## src/rtl/tmr_rb_pkg.sv

```systemverilog
package tmr_rb_pkg;

    // bit 1: status held, bit 0: count held
    typedef enum logic [1:0] {
        RB_IDLE = 2'b00,
        RB_CNT  = 2'b01,
        RB_STS  = 2'b10,
        RB_BOTH = 2'b11
    } rb_state_t;

    typedef enum logic [1:0] {
        AM_PAIR_ALT = 2'b00,
        AM_LOW      = 2'b01,
        AM_HIGH     = 2'b10,
        AM_PAIR     = 2'b11
    } acc_mode_t;

    function automatic logic mode_is_pair(input logic [1:0] m);
        return (m == AM_PAIR) || (m == AM_PAIR_ALT);
    endfunction

endpackage

```

## src/rtl/rb_latch_fsm.sv

```systemverilog
module rb_latch_fsm
    import tmr_rb_pkg::*;
(
    input  logic clk,
    input  logic rst,
    input  logic cmd_stb,
    input  logic cmd_cnt,
    input  logic cmd_sts,
    input  logic rd_stb,
    input  logic pair_mode,
    input  logic tog,
    output logic cnt_v,
    output logic sts_v,
    output logic cap_cnt,
    output logic cap_sts
);

    rb_state_t state, nxt;

    logic want_cnt, want_sts, last_cnt_byte;

    assign want_cnt      = cmd_stb & cmd_cnt;
    assign want_sts      = cmd_stb & cmd_sts;
    assign last_cnt_byte = ~pair_mode | tog;

    // state register
    always_ff @(posedge clk) begin
        if (rst) begin
            state <= RB_IDLE;
        end else begin
            state <= nxt;
        end
    end

    // transitions: reads act on the current state, commands are judged on it too
    always_comb begin
        nxt = state;
        unique case (state)
            RB_IDLE: nxt = rb_state_t'({want_sts, want_cnt});
            RB_STS:  nxt = rb_state_t'({~rd_stb, want_cnt});
            RB_CNT:  nxt = rb_state_t'({want_sts, ~(rd_stb & last_cnt_byte)});
            RB_BOTH: nxt = rb_state_t'({~rd_stb, 1'b1});
            default: nxt = RB_IDLE;
        endcase
    end

    // outputs
    always_comb begin
        cnt_v   = 1'b0;
        sts_v   = 1'b0;
        unique case (state)
            RB_IDLE: begin cnt_v = 1'b0; sts_v = 1'b0; end
            RB_CNT:  begin cnt_v = 1'b1; sts_v = 1'b0; end
            RB_STS:  begin cnt_v = 1'b0; sts_v = 1'b1; end
            RB_BOTH: begin cnt_v = 1'b1; sts_v = 1'b1; end
            default: begin cnt_v = 1'b0; sts_v = 1'b0; end
        endcase
        cap_cnt = want_cnt & ~cnt_v;
        cap_sts = want_sts & ~sts_v;
    end

endmodule

```

## src/rtl/rb_hold_regs.sv

```systemverilog
module rb_hold_regs #(
    parameter int BYTE_W = 8
) (
    input  logic                clk,
    input  logic                rst,
    input  logic                cap_cnt,
    input  logic                cap_sts,
    input  logic [2*BYTE_W-1:0] live_cnt,
    input  logic [BYTE_W-1:0]   live_sts,
    output logic [2*BYTE_W-1:0] cnt_hold,
    output logic [BYTE_W-1:0]   sts_hold
);

    always_ff @(posedge clk) begin
        if (rst) begin
            cnt_hold <= '0;
            sts_hold <= '0;
        end else begin
            if (cap_cnt) cnt_hold <= live_cnt;
            if (cap_sts) sts_hold <= live_sts;
        end
    end

endmodule

```

## src/rtl/rb_byte_sel.sv

```systemverilog
module rb_byte_sel
    import tmr_rb_pkg::*;
#(
    parameter int BYTE_W = 8
) (
    input  logic                clk,
    input  logic                rst,
    input  logic                prog_stb,
    input  logic                rd_stb,
    input  logic [1:0]          acc_mode,
    input  logic                pair_mode,
    input  logic                sts_v,
    input  logic                cnt_v,
    input  logic [2*BYTE_W-1:0] cnt_hold,
    input  logic [BYTE_W-1:0]   sts_hold,
    input  logic [2*BYTE_W-1:0] live_cnt,
    output logic [BYTE_W-1:0]   rd_data,
    output logic                tog
);

    localparam int CNT_W = 2 * BYTE_W;

    logic [CNT_W-1:0] src;
    logic             pick_hi;

    always_ff @(posedge clk) begin
        if (rst || prog_stb) begin
            tog <= 1'b0;
        end else if (rd_stb && !sts_v && pair_mode) begin
            tog <= ~tog;
        end
    end

    always_comb begin
        src     = cnt_v ? cnt_hold : live_cnt;
        pick_hi = (acc_mode == AM_HIGH) | (pair_mode & tog);
        if (sts_v) begin
            rd_data = sts_hold;
        end else if (pick_hi) begin
            rd_data = src[CNT_W-1:BYTE_W];
        end else begin
            rd_data = src[BYTE_W-1:0];
        end
    end

endmodule

```

## src/rtl/tmr_readback_seq.sv

```systemverilog
module tmr_readback_seq
    import tmr_rb_pkg::*;
#(
    parameter int BYTE_W = 8
) (
    input  logic                clk,
    input  logic                rst,
    input  logic                cmd_stb,
    input  logic                cmd_cnt,
    input  logic                cmd_sts,
    input  logic                rd_stb,
    input  logic                prog_stb,
    input  logic [1:0]          acc_mode,
    input  logic [2*BYTE_W-1:0] live_cnt,
    input  logic [BYTE_W-1:0]   live_sts,
    output logic [BYTE_W-1:0]   rd_data
);

    localparam int CNT_W = 2 * BYTE_W;

    logic             pair_mode;
    logic             cnt_v, sts_v, cap_cnt, cap_sts, tog;
    logic [CNT_W-1:0] cnt_hold;
    logic [BYTE_W-1:0] sts_hold;

    assign pair_mode = mode_is_pair(acc_mode);

    rb_latch_fsm u_fsm (
        .clk       (clk),
        .rst       (rst),
        .cmd_stb   (cmd_stb),
        .cmd_cnt   (cmd_cnt),
        .cmd_sts   (cmd_sts),
        .rd_stb    (rd_stb),
        .pair_mode (pair_mode),
        .tog       (tog),
        .cnt_v     (cnt_v),
        .sts_v     (sts_v),
        .cap_cnt   (cap_cnt),
        .cap_sts   (cap_sts)
    );

    rb_hold_regs #(.BYTE_W(BYTE_W)) u_hold (
        .clk      (clk),
        .rst      (rst),
        .cap_cnt  (cap_cnt),
        .cap_sts  (cap_sts),
        .live_cnt (live_cnt),
        .live_sts (live_sts),
        .cnt_hold (cnt_hold),
        .sts_hold (sts_hold)
    );

    rb_byte_sel #(.BYTE_W(BYTE_W)) u_sel (
        .clk       (clk),
        .rst       (rst),
        .prog_stb  (prog_stb),
        .rd_stb    (rd_stb),
        .acc_mode  (acc_mode),
        .pair_mode (pair_mode),
        .sts_v     (sts_v),
        .cnt_v     (cnt_v),
        .cnt_hold  (cnt_hold),
        .sts_hold  (sts_hold),
        .live_cnt  (live_cnt),
        .rd_data   (rd_data),
        .tog       (tog)
    );

endmodule

```

## config.mk

```make
export PLATFORM = sky130hd
export DESIGN_NAME = tmr_readback_seq
export DESIGN_NICKNAME = d
export VERILOG_FILES = /design/src/rtl/tmr_rb_pkg.sv /design/src/rtl/rb_latch_fsm.sv /design/src/rtl/rb_hold_regs.sv /design/src/rtl/rb_byte_sel.sv /design/src/rtl/tmr_readback_seq.sv
export SDC_FILE = /design/constraint.sdc
export NUM_CORES = 1
export LEC_CHECK = 0
export BUFFER_PORTS_ARGS = -buffer_cell sky130_fd_sc_hd__buf_2
export CAP_MARGIN = 15
export CORE_MARGIN = 2
export CORE_UTILIZATION = 49
export DETAILED_ROUTE_END_ITERATION = 10
export MAX_ROUTING_LAYER = met4
export PLACE_DENSITY_LB_ADDON = 0.1
export SLEW_MARGIN = 10
export SYNTH_ARGS = -nofsm -noshare
export SYNTH_HDL_FRONTEND = slang
export SYNTH_SLANG_ARGS = --single-unit
```

## constraint.sdc

```tcl
create_clock -name clk -period 1.6 [get_ports clk]
set_input_delay 0 -clock clk [delete_from_list [all_inputs] [get_ports clk]]
set_output_delay 0 -clock clk [all_outputs]
set_load 0.05 [all_outputs]
```

==> Yosys cells after proc, flatten, opt, wreduce, memory -nomap -nowiden <==
Cells that the tools add are included.
{ "word_totals": {"elab_cells": 40, "latchBits": 0, "input_bits": 33, "regBits": 27, "ramBits": 0, "mem_bits_ro": 0, "out_inout_bits": 8, "memories": 0} }
{ "op_classes": {"n_bitwise": 14, "n_addsub": 0, "n_div": 0, "mux": 6, "reduce_logical": 11, "n_shift": 0, "magnitude_cmp": 0, "n_mul": 0, "n_eq_ne": 5} }
{ "ops": {"columns": ["operator", "n"], "rows": [
  ["2-to-1 mux 16 bit", 1],
  ["2-to-1 mux 8 bit", 2],
  ["equality test 2 bit (second input constant)", 4],
  ["one-hot mux 2 bit (4 select lines)", 1],
  ["OR reduction 2 bit", 4],
  ["bitwise AND 1 bit", 6],
  ["inverter 1 bit", 6],
  ["zero test 2 bit", 2],
  ["one-hot mux 1 bit (2 select lines)", 2],
  ["equality test 2 x 1 -> 1 bit (second input constant)", 1],
  ["logical AND 1 bit", 2],
  ["logical OR 1 bit", 2],
  ["bitwise OR 1 bit", 2],
  ["zero test 1 bit", 1]
]} }

==> Longest topological paths before layout <==
Gate-level depths: netlist (run 1).
{ "depth": {"ltp_word": 7, "ltp_mapped": 5, "ltp_nobuf": 5} }

==> Hierarchy <==
A second synthesis (run 1) with hierarchy kept.
{ "hier_totals": {"hier_cells": 151, "area_unflattened_um2": 1410.1} }
{ "by_module_without_submodules": {"columns": ["mod", "seq_area_each_um2", "cells_per_inst", "instances", "area_each_um2"], "rows": [
  ["rb_hold_regs", 480.5, 77, 1, 858.3],
  ["rb_byte_sel", 20.0, 60, 1, 441.7],
  ["rb_latch_fsm", 40.0, 13, 1, 101.3],
  ["tmr_readback_seq", 0.0, 1, 1, 8.8]
]} }

==> Least setup slack after synthesis (run 1) <==
Ideal clock, no wire load.
{ "synth_timing": {"kind": "input to output", "from": "in acc_mode[0]", "to": "out rd_data[2]", "arrival_time_ns": 1.595, "cell_stages": 5, "required_ns": 1.600, "path_buffers": 0, "slack_ns": 0.005, "path_cell_list": "inv_1 ha_1 a21oi_4 mux4_2 mux2_2"} }
{ "synth_via": {"elab_chain_len": 6, "word_cells_on_any_way": 8, "cone_classes": "eq/ne (2); mux (2); bitwise (2); reduce/logical (2)"} }
{ "synth_lines": {"columns": ["item", "line_no", "rtl"], "rows": [
  ["start: declaration", "tmr_readback_seq.sv:13", "input logic [1:0] acc_mode,"],
  ["equality test 2 bit / zero test 2 bit (equally long branches)", "tmr_rb_pkg.sv:19", "return (m == AM_PAIR) || (m == AM_PAIR_ALT);"],
  ["logical OR 1 bit", "tmr_rb_pkg.sv:19", null],
  ["bitwise AND 1 bit", "rb_byte_sel.sv:36", "pick_hi = (acc_mode == AM_HIGH) | (pair_mode & tog);"],
  ["bitwise OR 1 bit (*)", "rb_byte_sel.sv:36", null],
  ["2-to-1 mux 8 bit (*)", "rb_byte_sel.sv:39", "end else if (pick_hi) begin"],
  ["2-to-1 mux 8 bit (*)", "rb_byte_sel.sv:37", "if (sts_v) begin"],
  ["end: declaration", "tmr_readback_seq.sv:16", "output logic [BYTE_W-1:0] rd_data"]
]} }
Mark *: on every way between the ends. The rest lies on a longest branch, timed or not.

==> Worst setup path after layout (run 1) <==
{ "layout_timing": {"from": "reg u_sel.tog", "to": "out rd_data[7]"} }
{ "layout_via": {"elab_chain_len": 4} }
{ "layout_lines": {"columns": ["item", "line_no", "rtl"], "rows": [
  ["start: declaration", "rb_byte_sel.sv:18", "output logic tog"],
  ["start signal: assignment", "rb_byte_sel.sv:30", "tog <= ~tog;"],
  ["bitwise AND 1 bit", "rb_byte_sel.sv:36", null],
  ["bitwise OR 1 bit", "rb_byte_sel.sv:36", null],
  ["2-to-1 mux 8 bit", "rb_byte_sel.sv:39", null],
  ["2-to-1 mux 8 bit", "rb_byte_sel.sv:37", null]
]} }
No other way between the ends.

==> results of run 1 <==
==> report_power, final <==
part | internal [mW] | switching, mW | total [mW]
sequential | 0.706 | 0.0182 | 0.724
combinational | 0.260 | 0.241 | 0.501
clock | 0.0974 | 0.192 | 0.290
total | 1.06 | 0.451 | 1.51
==> per-layer routing <==
metal	up-vias	track usage (%)	routed length (microns)	share of wire [%]
met5	-	-	0	0
met1	583	28.5	1440	43
met2	33	41.3	1700	51
met3	4	2.69	136	4.1
li1	594	-	-	-
met4	0	7.32	40	1.2
==> flip-flops by register name, indices dropped and copies added, names as in the netlist <==
register,cells
u_hold.cnt_hold,16
u_sel.tog,1
u_hold.sts_hold,8
u_fsm.state,2
==> final cells by class <==
type                    count  area (sq um)
multi-input cells          94           717
repair buffers             74           606
fillers                   172           546
flip-flops and latches     27           542
well taps                  30          37.5
clock buffers               4          26.3
inverters                   1          3.75
==> placed cells by master, fill, tap and decap left out, types with 2 or more instances in the layout <==
cell type	Yosys	final
a21oi_1	18	18
buf_2	4	32
buf_4	0	6
buf_6	0	4
buf_8	0	5
clkbuf_4	0	3
dfxtp_1	27	26
dlygate4sd3_1	0	26
mux2_2	8	2
mux2_4	0	6
mux2i_1	8	8
mux4_2	6	7
nand2_1	32	32
nand2b_1	2	2
nand3b_1	3	3
nor2_1	8	8
==> stage by stage <==
stage,instances,setup TNS [ps],hold WS [ps]
2_1_floorplan,131,0,79.3
3_3_place_gp,199,-895,168
3_5_place_dp,199,-1160,169
4_1_cts,229,-2390,112
5_1_grt,230,-2880,121
6_report,230,-2420,119
==> kinds of logic (layout without fill, tap and decap cells) <==
family / count (synthesis) / after routing / synth area share, %
flops: 27 / 27 / 42.2
buf+inv: 10 / 79 / 3.32
compound gates: 20 / 20 / 8.69
fa+ha+maj: 1 / 1 / 0.976
xor+xnor: 1 / 1 / 0.684
simple gates: 48 / 48 / 16.2
mux: 24 / 24 / 27.9
==> what timing repair did <==
item | in CTS | in global routing
endpoints found under the hold margin | 26 | 0
cloned | 0 | 0
gates resized for setup | 26 | 4
setup endpoints to repair | 8 | 8
hold buffers | 26 | 0
setup buffers | 0 | 1
==> final timing paths <==
check	end	slack, ps	cells past startpoint	from
max	rd_data[7]	-330	5	u_sel.tog$_SDFFE_PP0P_
min	u_hold.sts_hold[6]$_SDFFE_PP0P_	120	2	rst
max reg2reg	u_hold.cnt_hold[13]$_SDFFE_PP0P_	200	5	u_fsm.state[0]$_SDFF_PP0_
min reg2reg	u_hold.cnt_hold[7]$_SDFFE_PP0P_	460	2	u_hold.cnt_hold[7]$_SDFFE_PP0P_
==> results_dict.tcl, run 1 <==
set metrics [dict create \
    synth_top_flop_cell "dfxtp_1" \
    routed_wl_microns 3320 \
    required_ps 1600 \
    fin_worst_skew_ps 8.09 \
    yosys.area.top_type "dfxtp_1" \
    clock_latency_ps 320 \
    antenna_found_initial 0 \
    cts.sink_count 27 \
    dp_hpwl_microns 2130 \
    die_w_microns 55.1 \
    critPathTopFamily "multiplexers" \
    viasPerCell 5.28 \
    h-tree-depth 1 \
    end_kind "output port" \
    syn-num-nets 165 \
    yosys_warnings 0 \
    yosysSeqAreaShare_pct 42.2 \
    grt_max_degree 28 \
    slew_viol_final 0 \
    p_per_area_nw_per_um2 784 \
    post_dp_cell_area_sq_um 1550 \
    drive_above_1_share_pct 34.5 \
    die_h_microns 55.1 \
    clk_pin_slew_ps 140 \
    critPathKind "register to output port" \
    cts_buffer_depth 2 \
    critPathLaunchType "register" \
    dr.pass1.iters 4 \
    fp.dieArea_sq_um 3040 \
    cp_cell_sequence "a21oi_4 > buf_12 > mux4_2 > mux2_4 > buf_6" \
    port_buffers 40 \
    crit_fanout 7 \
    synth_top_cells_by_count "32 x nand2_1, 27 x dfxtp_1, 18 x a21oi_1" \
    core_sq_um 2480 \
    cpMaxStageDelayCell "mux4_2" \
    io_pins 41 \
    synth_top_cells_by_area "dfxtp_1 42%, mux4_2 11%, nand2_1 9.4%, a21oi_1 7.0%, mux2_2 7.0%" \
    cts-buffers-inserted 3 \
    start_util_pct 51.7 \
    tightest_slew_ps 550 \
    nNetsFinal 235 \
    p_leak_nw 0.855 \
    rsz0062_at_grt "true" \
    setup_slack_ps -334 \
    cts_root_buf "clkbuf_4" \
    ant_nets 0 \
    synthDistinctLibCells 21 \
    slew_headroom_pct 63.2 \
    grt_pass1_wl_microns 4960 \
    post-route-cell-area_sq_um 1930 \
    hold_viol_final 0 \
    setup_viol 8 \
    antenna_cells 0 \
    fin_crit_sh_pct 121 \
    synth_async_sr_flop_share_pct 0 \
    grt_pass1_vias 1125 \
    p_total_mw 1.51 \
    max_stage_delay_ps 530 \
    gp_congestion 0.726 \
    avgSynthCellArea_sq_um 9.78 \
    fin_crit_ps 1930 \
    grt.total_usage_pct 23.6 \
    drc 0 \
    post-place-ws_ps -204 \
    crit_buf_inv 2 \
    synth-edff-count 0 \
    cts_tree "done" \
    synth_seq_cells 27 \
    fin_util_pct 78.0 \
    synth_cells 131 \
    row_count 18 \
    syn2layout_area_growth_pct 50.8 \
    netlist.area_leader.share_pct 42.2 \
    drt_iter0_drc 21 \
    hold_class "primary input to register" \
    dr_total_vias 1214 \
    status "complete, but fails checks" \
    violations "setup timing" \
    synth_area_sq_um 1280 \
    drt-wirelength-per-cell_microns 14.4 \
    clock.fmax_mhz 517 \
    overflow 0 \
    cp.arrival_ps 1930 \
    peakVddDrop_v 0.000597 \
    synth_most_common_cell "nand2_1" \
    maxCapViolations 0 \
]
(Power assumes the default switching activity.)
==> run 2: changes to the inputs <==
--- a/config.mk
+++ b/config.mk
@@ -8,7 +8,7 @@
 export BUFFER_PORTS_ARGS = -buffer_cell sky130_fd_sc_hd__buf_2
 export CAP_MARGIN = 15
 export CORE_MARGIN = 2
-export CORE_UTILIZATION = 49
+export CORE_UTILIZATION = 45
 export DETAILED_ROUTE_END_ITERATION = 10
 export MAX_ROUTING_LAYER = met4
 export PLACE_DENSITY_LB_ADDON = 0.1
==> constraint.sdc (replaced) <==
create_clock -name clk -period 1.7 [get_ports clk]
set_input_delay 0 -clock clk [delete_from_list [all_inputs] [get_ports clk]]
set_output_delay 0 -clock clk [all_outputs]
set_load 0.05 [all_outputs]
==> results_dict.tcl, run 2 (synthesized netlist as in run 1, its figures left out) <==
set metrics [dict create \
    fp.dieArea_sq_um 3290 \
    viasPerCell 5.05 \
    antenna_cells 0 \
    reg2reg_from "u_fsm.state[0]$_SDFF_PP0_" \
    hold_slack_ps 123 \
    multi_input_area_sq_um 709 \
    violations "setup timing" \
    rr_worst_depth 6 \
    cts_buffer_depth 2 \
    clock.fmax_mhz 517 \
    core_sq_um 2730 \
    fin_worst_skew_ps 11.8 \
    cts_root_buf "clkbuf_4" \
    setup_viol 8 \
    routed_wl_microns 3310 \
    crit_fanout 8 \
    required_ps 1700 \
    slew_headroom_pct 62.0 \
    syn2layout_area_growth_pct 52.6 \
    clk_pin_slew_ps 150 \
    overflow 0 \
    post-place-ws_ps -65.4 \
    antenna_found_initial 0 \
    row_count 19 \
    post-route-cell-area_sq_um 1960 \
    cts_tree "done" \
    seqCellArea_sq_um 548 \
    port_buffers 40 \
    hold_viol_final 0 \
    largest_register "u_hold.cnt_hold" \
    cp_cell_sequence "a21oi_4 > buf_12 > mux4_2 > mux2_2 > buf_6" \
    grt_pass1_wl_microns 5360 \
    p_leak_nw 0.861 \
    clock_latency_ps 320 \
    critPathKind "register to output port" \
    rsz0062_at_grt "true" \
    reg_top3 "u_hold.cnt_hold: 16 flops, u_hold.sts_hold: 8 flops, u_fsm.state: 2 flops" \
    fin_crit_ps 1930 \
    p_per_area_nw_per_um2 732 \
    tightest_slew_ps 568 \
    grt_pass1_vias 1164 \
    status "complete, but fails checks" \
    crit_path_start "u_sel.tog$_SDFFE_PP0P_" \
    hold_class "primary input to register" \
    mostFrequentLayoutCells "32 x nand2_1, 32 x buf_2, 26 x dlygate4sd3_1" \
    max_stage_delay_ps 520 \
    post_dp_cell_area_sq_um 1550 \
    end_kind "output port" \
    slew_viol_final 0 \
    dr_total_vias 1177 \
    nNetsFinal 237 \
    die_h_microns 57.4 \
    dr.pass1.iters 4 \
    cpMaxStageDelayCell "mux4_2" \
    critPathLaunchType "register" \
    fin_crit_sh_pct 114 \
    cp.arrival_ps 1930 \
    peakVddDrop_v 0.000534 \
    die_w_microns 57.4 \
    io_pins 41 \
    h-tree-depth 1 \
    gp_congestion 0.822 \
    start_util_pct 46.9 \
    drive_above_1_share_pct 36.1 \
    drc 0 \
    endpoint "rd_data[6]" \
    drt-wirelength-per-cell_microns 14.2 \
    rrSetupSlack_ps 280 \
    dp_hpwl_microns 2110 \
    grt_max_degree 28 \
    fill_cells 205 \
    cts-buffers-inserted 3 \
    largest_reg_flops 16 \
    grt.total_usage_pct 21.7 \
    maxCapViolations 0 \
    cts.sink_count 27 \
    ant_nets 0 \
    reg2reg_to "u_hold.cnt_hold[3]$_SDFFE_PP0P_" \
    drt_iter0_drc 41 \
    setup_slack_ps -235 \
]
run 2: repair_timing:
item,in CTS,in global routing
resized for setup,30,2
setup buffers,3,1
endpoints found under the setup margin,8,8
hold buffers,26,0
hold endpoints to repair,26,0
run 2: layer usage:
metal	part of all wire, %	vias up	routed length [microns]	global-route usage, %
met5	0	-	0	-
met4	0.60	0	20	5.98
met3	3.8	2	124	2.72
met2	49	32	1640	34.3
met1	46	550	1530	29.5
li1	-	593	-	-
run 2: layout make-up:
| class | count | area share, % |
|---|---|---|
| well taps | 31 | 1.98 |
| flip-flops and latches | 27 | 28.0 |
| multi-input cells | 94 | 36.3 |
| clock buffers | 4 | 1.34 |
| inverters | 1 | 0.192 |
| repair buffers | 76 | 32.2 |
run 2: worst min-delay path by stage:
stage	start	end	slack, ps	cells past startpoint
floorplan	prog_stb	u_sel.tog$_SDFFE_PP0P_	80	1
global placement	prog_stb	u_sel.tog$_SDFFE_PP0P_	170	2
detailed placement	prog_stb	u_sel.tog$_SDFFE_PP0P_	180	2
CTS	rst	u_hold.sts_hold[4]$_SDFFE_PP0P_	110	2
global route	rst	u_hold.sts_hold[0]$_SDFFE_PP0P_	130	2
finish	rst	u_hold.sts_hold[3]$_SDFFE_PP0P_	120	2
run 2: report_power, final:
part	leakage (nW)	switching, mW	internal, mW	total [mW]
clock	0.0150	0.182	0.0917	0.273
combinational	0.624	0.227	0.251	0.477
sequential	0.222	0.0180	0.663	0.681
run 2: critical path: cells and delay by family (launching register included):
family          cells  cell delay [ps]
mux                 2              810
flops               1              380
buf+inv             2              300
compound gates      1              140
run 2: per-stage QoR:
step | utilization, % | setup TNS [ps] | instances | power [mW]
3_3_place_gp | 56.8 | -185 | 199 | 1.04
4_1_cts | 71.5 | -1540 | 232 | 1.44
3_5_place_dp | 56.8 | -287 | 199 | 1.05
5_1_grt | 71.5 | -1960 | 233 | 1.50
2_1_floorplan | - | 0 | 131 | 0.939
6_report | 71.5 | -1420 | 233 | 1.43
